### src/rtl/dma_pkg.sv
package dma_pkg;
  typedef enum logic [1:0] {
    ST_IDLE = 2'd0,
    ST_WAIT = 2'd1,
    ST_MOVE = 2'd2,
    ST_REST = 2'd3
  } xfer_state_e;

  localparam logic [1:0] SEL_CTRL  = 2'd0;
  localparam logic [1:0] SEL_DEV   = 2'd1;
  localparam logic [1:0] SEL_ADDR  = 2'd2;
  localparam logic [1:0] SEL_COUNT = 2'd3;

  localparam int BIT_GO  = 0;
  localparam int BIT_DIR = 1;
  localparam int BIT_CLR = 2;
endpackage

### src/rtl/dma_regs.sv
module dma_regs
  import dma_pkg::*;
#(
  parameter int AW  = 32,
  parameter int CW  = 16,
  parameter int DAW = 8
) (
  input  logic           clk,
  input  logic           rst_n,
  input  logic           cfg_we,
  input  logic [1:0]     cfg_sel,
  input  logic [AW-1:0]  cfg_wdata,
  input  logic           busy,
  input  logic           step,
  output logic           dir_q,
  output logic [DAW-1:0] dev_q,
  output logic [AW-1:0]  addr_q,
  output logic [CW-1:0]  cnt_q,
  output logic           go,
  output logic           clr,
  output logic           cnt_zero,
  output logic           last_word
);
  function automatic logic [AW-1:0] addr_after(input logic [AW-1:0] a);
    return a + AW'(1);
  endfunction

  function automatic logic [CW-1:0] cnt_after(input logic [CW-1:0] c);
    return c - CW'(1);
  endfunction

  logic wr_ok, ctrl_wr, unused_wdata;
  assign wr_ok        = cfg_we && !busy;
  assign ctrl_wr      = wr_ok && (cfg_sel == SEL_CTRL);
  assign go           = ctrl_wr && cfg_wdata[BIT_GO];
  assign clr          = ctrl_wr && cfg_wdata[BIT_CLR];
  assign cnt_zero     = (cnt_q == '0);
  assign last_word    = (cnt_q == CW'(1));
  assign unused_wdata = ^cfg_wdata;

  always_ff @(posedge clk) begin
    if (!rst_n) begin
      dir_q  <= 1'b0;
      dev_q  <= '0;
      addr_q <= '0;
      cnt_q  <= '0;
    end else if (step) begin
      addr_q <= addr_after(addr_q);
      cnt_q  <= cnt_after(cnt_q);
    end else if (wr_ok) begin
      case (cfg_sel)
        SEL_CTRL:  dir_q  <= cfg_wdata[BIT_DIR];
        SEL_DEV:   dev_q  <= cfg_wdata[DAW-1:0];
        SEL_ADDR:  addr_q <= cfg_wdata;
        default:   cnt_q  <= cfg_wdata[CW-1:0];
      endcase
    end
  end

  // a word is never moved once the count is exhausted
  a_r3_step_nonzero: assert property (@(posedge clk) disable iff (!rst_n)
    step |-> !cnt_zero);

  // programmed fields are frozen while a block is running
  a_r9_frozen: assert property (@(posedge clk) disable iff (!rst_n)
    busy |=> (dev_q == $past(dev_q)) && (dir_q == $past(dir_q)));
endmodule

### src/rtl/dma_seq.sv
module dma_seq
  import dma_pkg::*;
(
  input  logic clk,
  input  logic rst_n,
  input  logic go,
  input  logic cnt_zero,
  input  logic last_word,
  input  logic bus_gnt,
  output logic bus_req,
  output logic access,
  output logic step,
  output logic finish,
  output logic busy
);
  xfer_state_e state, state_nx;

  logic zero_start, grant_seen, last_move;
  assign zero_start = (state == ST_IDLE) && go && cnt_zero;
  assign grant_seen = (state == ST_WAIT) && bus_gnt;
  assign last_move  = (state == ST_MOVE) && last_word;

  assign bus_req = (state == ST_WAIT) || (state == ST_MOVE);
  assign access  = (state == ST_MOVE);
  assign step    = access;
  assign finish  = zero_start || last_move;
  assign busy    = (state != ST_IDLE);

  always_comb begin
    state_nx = state;
    case (state)
      ST_IDLE: if (go && !cnt_zero) state_nx = ST_WAIT;
      ST_WAIT: if (grant_seen) state_nx = ST_MOVE;
      ST_MOVE: state_nx = last_word ? ST_IDLE : ST_REST;
      default: state_nx = ST_WAIT;
    endcase
  end

  always_ff @(posedge clk) begin
    if (!rst_n) state <= ST_IDLE;
    else        state <= state_nx;
  end

  // an ungranted request is held
  a_r4_req_until_grant: assert property (@(posedge clk) disable iff (!rst_n)
    (bus_req && !access && !bus_gnt) |=> bus_req);

  // an access only follows a sampled grant
  a_r4_access_granted: assert property (@(posedge clk) disable iff (!rst_n)
    access |-> $past(bus_req && bus_gnt));

  // one access per ownership, then the bus is released
  a_r5_one_access: assert property (@(posedge clk) disable iff (!rst_n)
    access |=> (!access && !bus_req));

  // an empty block never requests the bus
  a_r6_zero_no_req: assert property (@(posedge clk) disable iff (!rst_n)
    zero_start |=> !bus_req);
endmodule

### src/rtl/dma_irq.sv
module dma_irq (
  input  logic clk,
  input  logic rst_n,
  input  logic go,
  input  logic clr,
  input  logic finish,
  input  logic busy,
  output logic irq,
  output logic done
);
  always_ff @(posedge clk) begin
    if (!rst_n) begin
      irq  <= 1'b0;
      done <= 1'b0;
    end else begin
      if (clr)       irq  <= 1'b0;
      if (go || clr) done <= 1'b0;
      if (finish) begin
        irq  <= 1'b1;
        done <= 1'b1;
      end
    end
  end

  // the interrupt only falls on a clear
  a_r7_irq_sticky: assert property (@(posedge clk) disable iff (!rst_n)
    (irq && !clr) |=> irq);

  // busy and done never show together
  a_r8_busy_not_done: assert property (@(posedge clk) disable iff (!rst_n)
    busy |-> !done);
endmodule

### src/rtl/cs_dma_engine.sv
module cs_dma_engine #(
  parameter int AW  = 32,
  parameter int DW  = 32,
  parameter int CW  = 16,
  parameter int DAW = 8
) (
  input  logic           clk,
  input  logic           rst_n,
  input  logic           cfg_we,
  input  logic [1:0]     cfg_sel,
  input  logic [AW-1:0]  cfg_wdata,
  output logic           busy,
  output logic           done,
  output logic           irq,
  output logic           bus_req,
  input  logic           bus_gnt,
  output logic           mem_en,
  output logic           mem_we,
  output logic [AW-1:0]  mem_addr,
  output logic [DW-1:0]  mem_wdata,
  input  logic [DW-1:0]  mem_rdata,
  output logic [DAW-1:0] dev_addr,
  output logic           dev_en,
  output logic           dev_we,
  output logic [DW-1:0]  dev_wdata,
  input  logic [DW-1:0]  dev_rdata
);
  logic          dir_q, go, clr, cnt_zero, last_word;
  logic          access, step, finish;
  logic [CW-1:0] cnt_q;

  dma_regs #(.AW(AW), .CW(CW), .DAW(DAW)) u_regs (
    .clk(clk), .rst_n(rst_n), .cfg_we(cfg_we), .cfg_sel(cfg_sel),
    .cfg_wdata(cfg_wdata), .busy(busy), .step(step), .dir_q(dir_q),
    .dev_q(dev_addr), .addr_q(mem_addr), .cnt_q(cnt_q), .go(go), .clr(clr),
    .cnt_zero(cnt_zero), .last_word(last_word)
  );

  dma_seq u_seq (
    .clk(clk), .rst_n(rst_n), .go(go), .cnt_zero(cnt_zero),
    .last_word(last_word), .bus_gnt(bus_gnt), .bus_req(bus_req),
    .access(access), .step(step), .finish(finish), .busy(busy)
  );

  dma_irq u_irq (
    .clk(clk), .rst_n(rst_n), .go(go), .clr(clr), .finish(finish),
    .busy(busy), .irq(irq), .done(done)
  );

  assign mem_en    = access;
  assign mem_we    = access && !dir_q;
  assign mem_wdata = dev_rdata;
  assign dev_en    = access;
  assign dev_we    = access && dir_q;
  assign dev_wdata = mem_rdata;

  // every access moves data across, one side read and the other written
  a_r2_opposite_sides: assert property (@(posedge clk) disable iff (!rst_n)
    mem_en |-> (mem_we != dev_we));

  // a finished block leaves the interrupt raised
  a_r7_irq_on_finish: assert property (@(posedge clk) disable iff (!rst_n)
    (mem_en && !$past(busy) == 1'b0 && cnt_q == CW'(1)) |=> irq);
endmodule

### config.mk
export PLATFORM = sky130hd
export DESIGN_NAME = cs_dma_engine
export DESIGN_NICKNAME = d
export VERILOG_FILES = /design/src/rtl/dma_pkg.sv /design/src/rtl/dma_regs.sv /design/src/rtl/dma_seq.sv /design/src/rtl/dma_irq.sv /design/src/rtl/cs_dma_engine.sv
export SDC_FILE = /design/constraint.sdc
export NUM_CORES = 1
export LEC_CHECK = 0
export BUFFER_PORTS_ARGS = -buffer_cell sky130_fd_sc_hd__buf_2
export CAP_MARGIN = 5
export CORE_UTILIZATION = 45
export DETAILED_ROUTE_END_ITERATION = 16
export PLACE_DENSITY = 0.78
export SLEW_MARGIN = 20
export SYNTH_ARGS = -nofsm -noshare
export SYNTH_HDL_FRONTEND = slang
export SYNTH_SLANG_ARGS = --single-unit
### constraint.sdc
create_clock -name clk -period 2.8 [get_ports clk]
set_input_delay 0.42 -clock clk [delete_from_list [all_inputs] [get_ports clk]]
set_output_delay 0.42 -clock clk [all_outputs]
set_load 0.005 [all_outputs]
; ---- Word-level counts from Yosys, hierarchy flattened
; Index checks and enable logic that the tools add are counted.
[totals]
regBits = 61
elab_cells = 63
[classes]
reduce_logical = 31
addsub = 2
n_mux = 14
eq_ne = 8
bitwise = 1
[ops]
columns = operator, count
row1 = 32-bit two-way mux, 3
row2 = 16-bit two-way mux, 3
row3 = 32-bit by 1-bit adder with 32-bit output (second input constant), 1
row4 = 16-bit by 1-bit equality test with 1-bit output (second input constant), 1
row5 = 16-bit zero test, 1
row6 = 16-bit by 1-bit subtractor with 16-bit output (second input constant), 1
row7 = 1-bit logical AND, 11
row8 = 2-bit nonzero test, 5
row9 = 2-bit two-way mux, 3
row10 = 2-bit one-hot mux with 3 select lines, 1
row11 = 2-bit AND reduction, 3
row12 = 3-bit AND reduction, 2
row13 = 2-bit by 1-bit equality test with 1-bit output (second input constant), 2
row14 = 2-bit equality test (second input constant), 2
row15 = 2-bit zero test, 2
row16 = 1-bit two-way mux, 4
row17 = 2-bit by 1-bit != test with 1-bit output (second input constant), 2
row18 = 1-bit zero test, 3
row19 = 1-bit logical OR, 3
row20 = 3-bit OR reduction, 1
row21 = 2-bit != test (second input constant), 1
row22 = 1-bit inverter, 1

; ---- Logic depth before layout (Yosys ltp)
[depth]
word_depth = 9
depth_mapped = 8
mapped_depth_nobuf = 7

; ---- Hierarchy
; Synthesis repeated with hierarchy kept, for this count alone.
[hier_totals]
cells_unflattened = 497
hier_area_um2 = 4012.6
[modules_own_cells]
columns = mod, cells_per_inst, area_each_um2, instances
row1 = dma_regs, 403, 3234.4, 1
row2 = cs_dma_engine, 67, 504.2, 1
row3 = dma_seq, 21, 200.2, 1
row4 = dma_irq, 6, 73.8, 1

; ---- Worst setup path before layout
; No wires, ideal clock.
[synth_timing]
path_type = register to register
from = register u_seq.state[0]
to = register u_regs.addr_q[21]
synth_period_minus_slack_ns = 2.202
t_required_ns = 2.726
setup_slack_ns = 0.598
stages_incl_launch_ff = 9
t_arrival_ns = 2.128
setup_time_ns = 0.074
path_cell_list = dfxtp_1 inv_1 ha_1 inv_2 or3_4 or4_1 buf_2 or3_1 a31oi_1
[synth_via]
elab_cells_between_ends = 8
cone_classes = eq/ne (1) / mux (1) / reduce/logical (6)
[synth_lines]
columns = item, line
row1 = "start, declared", dma_seq.sv:16  ; xfer_state_e state, state_nx;
row2 = "start signal, assigned", dma_seq.sv:41  ; else state <= state_nx;
row3 = 2-bit equality test *, dma_seq.sv:24  ; assign access = (state == ST_MOVE);
row4 = net dev_en, cs_dma_engine.sv:23  ; output logic dev_en,
row5 = 2-bit nonzero test (no line), -
row6 = 2-bit AND reduction (no line), -
row7 = "end signal, assigned", dma_regs.sv:48  ; addr_q <= addr_after(addr_q);
row8 = "end signal, assigned", dma_regs.sv:54  ; SEL_ADDR: addr_q <= cfg_wdata;
row9 = "end, declared", dma_regs.sv:17  ; output logic [AW-1:0] addr_q,
; Mark *: on every way through the listed nets, which the timed path passes. The rest lies on a longest branch.
; A chain may end at the register's enable or synchronous reset.

; ---- Worst setup path after layout
[layout_timing]
from = register u_seq.state[0]
to = register u_regs.addr_q[13]
[layout_via]
elab_chain_len = 5
elab_cells_between_ends = 8
cone_classes = eq/ne (1) / mux (1) / reduce/logical (6)
[layout_rtl]
columns = item, line
row1 = 2-bit nonzero test, dma_seq.sv:27  ; assign busy = (state != ST_IDLE);
row2 = 1-bit zero test, dma_regs.sv:33  ; assign wr_ok = cfg_we && !busy;
row3 = 1-bit logical AND, dma_regs.sv:33
row4 = 2-bit nonzero test (no line), -
row5 = 2-bit AND reduction (no line), -
; Parallel ways exist; a longest one is shown, timed or not.

==> summary.md <==
| Metric | Value |
|---|---|
| Most numerous cell in the Yosys netlist | `buf_4` |
| Die Y | `95.0 um` |
| CTS max path bufs | `2` |
| EDFF count, synth | `0` |
| Global-route wire length before repair | `17000 um` |
| Depth of the CTS H-tree | `3` |
| PortBufs | `85` |
| Syn nets | `612` |
| Starting Density | `0.469` |
| Nets | `634` |
| Max Slew Vio Count | `0` |
| CTS buffer count | `9` |
| Fraction of registers with async set/reset | `0` |
| RSZ-0062 raised after global routing | `no` |
| WP data required | `3.03 ns` |
| PwrDens | `500 nW/um^2` |
| DRC viols | `0` |
| Final Hold Vio Count | `0` |
| Area delta synth->final | `7.04%` |
| WS Path Type | `reg -> reg` |
| Dpl ws | `0.418 ns` |
| Synth cell count leaders | `buf_4 (66), dfxtp_1 (61), nand2_1 (57)` |
| Status | `finished clean` |
| Synth Flop Type | `dfxtp_1` |
| Final ANT Viol Nets | `0` |
| Clock sinks | `61` |
| Initial DRC Count | `382` |
| Worst vdd ir | `0.324 mV` |
| Post-CTS setup buffers | `0` |
| Root Buffer | `clkbuf_8` |
| Skew-Pair Late Insertion Delay | `0.34 ns` |
| Via density | `6.11` |
| R2R Setup Slk | `0.51 ns` |
| ANT cells | `0` |
| Netlist cell types | `58` |
| Vias in the first global route | `3413` |
| HP Class | `in -> reg` |
| Gr ovfl total | `0` |
| GRT Overall Usage | `0.242` |
| Worst Setup Slack, final | `0.509 ns` |
| Crit. End Element | `register` |
| Worst clock skew | `0.00688 ns` |
| Die area | `9030 um^2` |
| Post-DP HPWL | `7620 um` |
| Mean post-synth cell area | `7.72 um^2` |
| # IOs | `214` |
| Share of the synthesized area in the top cell type | `0.314` |
| CTS tree | `done` |
| CP startpoint kind | `register` |
| Yosys warnings | `0` |
| Minimum clock period | `2.29 ns` |
| Largest area contributor in the netlist | `dfxtp_1` |
| Drt pass-1 iters | `5` |
| Mapped cell area | `3890 um^2` |
| Tcrit/Tclk final | `0.818` |
| Clk pin slew, worst setup/hold paths | `0.07 ns` |
| Synth area leaders | `dfxtp_1 (31%), buf_4 (13%), nand2_1 (5.5%)` |
| Synth Area in XOR/XNOR | `0` |
| Synth Area in Compound Gates | `0.220` |
| Die span in x | `95.0 um` |
| Worst endpoint data arrival time | `2.52 ns` |
| TNS Setup | `0 ns` |
| Synth Area in Adders | `0.0193` |
| Final setup vio count | `0` |
| PostCTS Resize Cnt | `0` |
| Hold Slack | `0.322 ns` |
| Mux contribution to synthesized area | `0.0341` |
| Number of fill cells | `805` |
| Largest net degree at the start of global routing | `46` |
| Crit path max fanout | `19` |
| Initial antenna violation count | `0` |
| Wire per inst | `17.0 um` |
| Vias post-DR | `3886` |
| Synth Register Bits | `61` |
| Placer congestion estimate | `0.859` |
| Least-Margin Pin Slew | `0.855 ns` |
| Rel. slew slack | `0.429` |
| Post-CTS Hold Fix Bufs | `0` |
| Layout cells sized above 1 | `0.228` |
| Sequential cell area fraction in the yosys report | `0.314` |
| Max Cap Viol | `0` |
| Total power | `2.08 mW` |
| Lkg Pwr | `1.64 nW` |
| # rows | `33` |
| Main combinational cell family by area after synthesis | `simple AND/OR/NAND/NOR gates` |
| Syn Inst Count | `504` |
| Peak Freq | `436 MHz` |
| Post-Synth Simple-Gate Area | `0.249` |
| Final WL | `10800 um` |
| Core Area | `8300 um^2` |
==> worst max-delay path, stage by stage, from the launching register on <==
cell and delay (ns):
dfxtp_1 0.33, inv_1 0.09, ha_1 0.30, and4b_1 0.37
nand2_1 0.47, o211ai_1 0.40, a41oi_1 0.07, a2bb2oi_1 0.15
==> placed cells by master (no fill, tap or decap), types with 10 or more instances in the layout <==
cell type	instances
o21ai_0	22
nand3_1	16
dfxtp_1	61
nand4_1	11
buf_4	10
nor3_1	12
inv_1	15
nor2_1	41
mux2i_1	11
nand2_1	57
clkbuf_8	12
a21oi_1	35
a31oi_1	17
o211ai_1	10
buf_2	85
==> layout make-up <==
cell class / count / area [um^2] / area share
Sequential cell: 61 / 1220 / 0.293
Inverter: 17 / 63.8 / 0.0153
Clock buffer: 13 / 169 / 0.0405
Clock inverter: 3 / 42.5 / 0.0102
Timing Repair Buffer: 95 / 500 / 0.120
Multi-Input combinational cell: 342 / 2040 / 0.489
Tap cell: 105 / 131 / 0.0315
==> logic make-up after synthesis <==
logic type / Yosys count
buf+inv: 101
compound gates: 131
fa+ha+maj: 6
flops: 61
mux: 13
simple gates: 192
==> worst paths after layout <==
kind / startpoint / to / depth (start not counted)
max: u_seq.state[0]$_SDFFE_PN0P_ / u_regs.addr_q[13]$_SDFFE_PN0P_ / 7
min: cfg_wdata[23] / u_regs.addr_q[23]$_SDFFE_PN0P_ / 3
max reg2reg: u_seq.state[0]$_SDFFE_PN0P_ / u_regs.addr_q[13]$_SDFFE_PN0P_ / 7
min reg2reg: u_irq.irq$_SDFFE_PN0P_ / u_irq.irq$_SDFFE_PN0P_ / 2
==> routing by layer <==
metal  GRT usage  vias to the layer above  wire (um)
met5           0                        -          0
met4      0.0720                        0        203
met3      0.0700                       35        987
met2       0.393                      209       4990
met1       0.308                     1814       4620
li1            -                     1828          -
==> where the power goes <==
part | switching [mW] | total, mW | internal [mW] | leakage [nW]
combinational | 0.169 | 0.291 | 0.121 | 1.04
sequential | 0.0469 | 0.955 | 0.908 | 0.496
clock | 0.353 | 0.836 | 0.483 | 0.106
total | 0.570 | 2.08 | 1.51 | 1.64
==> registers in the layout, summed over array words and instances, names as in the netlist <==
signal and flops:
u_regs.cnt_q 16, u_seq.state 2, u_irq.irq 1, u_regs.dev_q 8
u_irq.done 1, u_regs.addr_q 32, u_regs.dir_q 1
==> stage by stage <==
step / utilization / area, um^2 / std cells
floorplan: - / 3890 / 504
global placement: 0.476 / 3950 / 620
detailed placement: 0.476 / 3950 / 620
CTS: 0.502 / 4160 / 636
global route: 0.502 / 4170 / 636
finish: 0.502 / 4170 / 636
(Power assumes the default switching activity.)
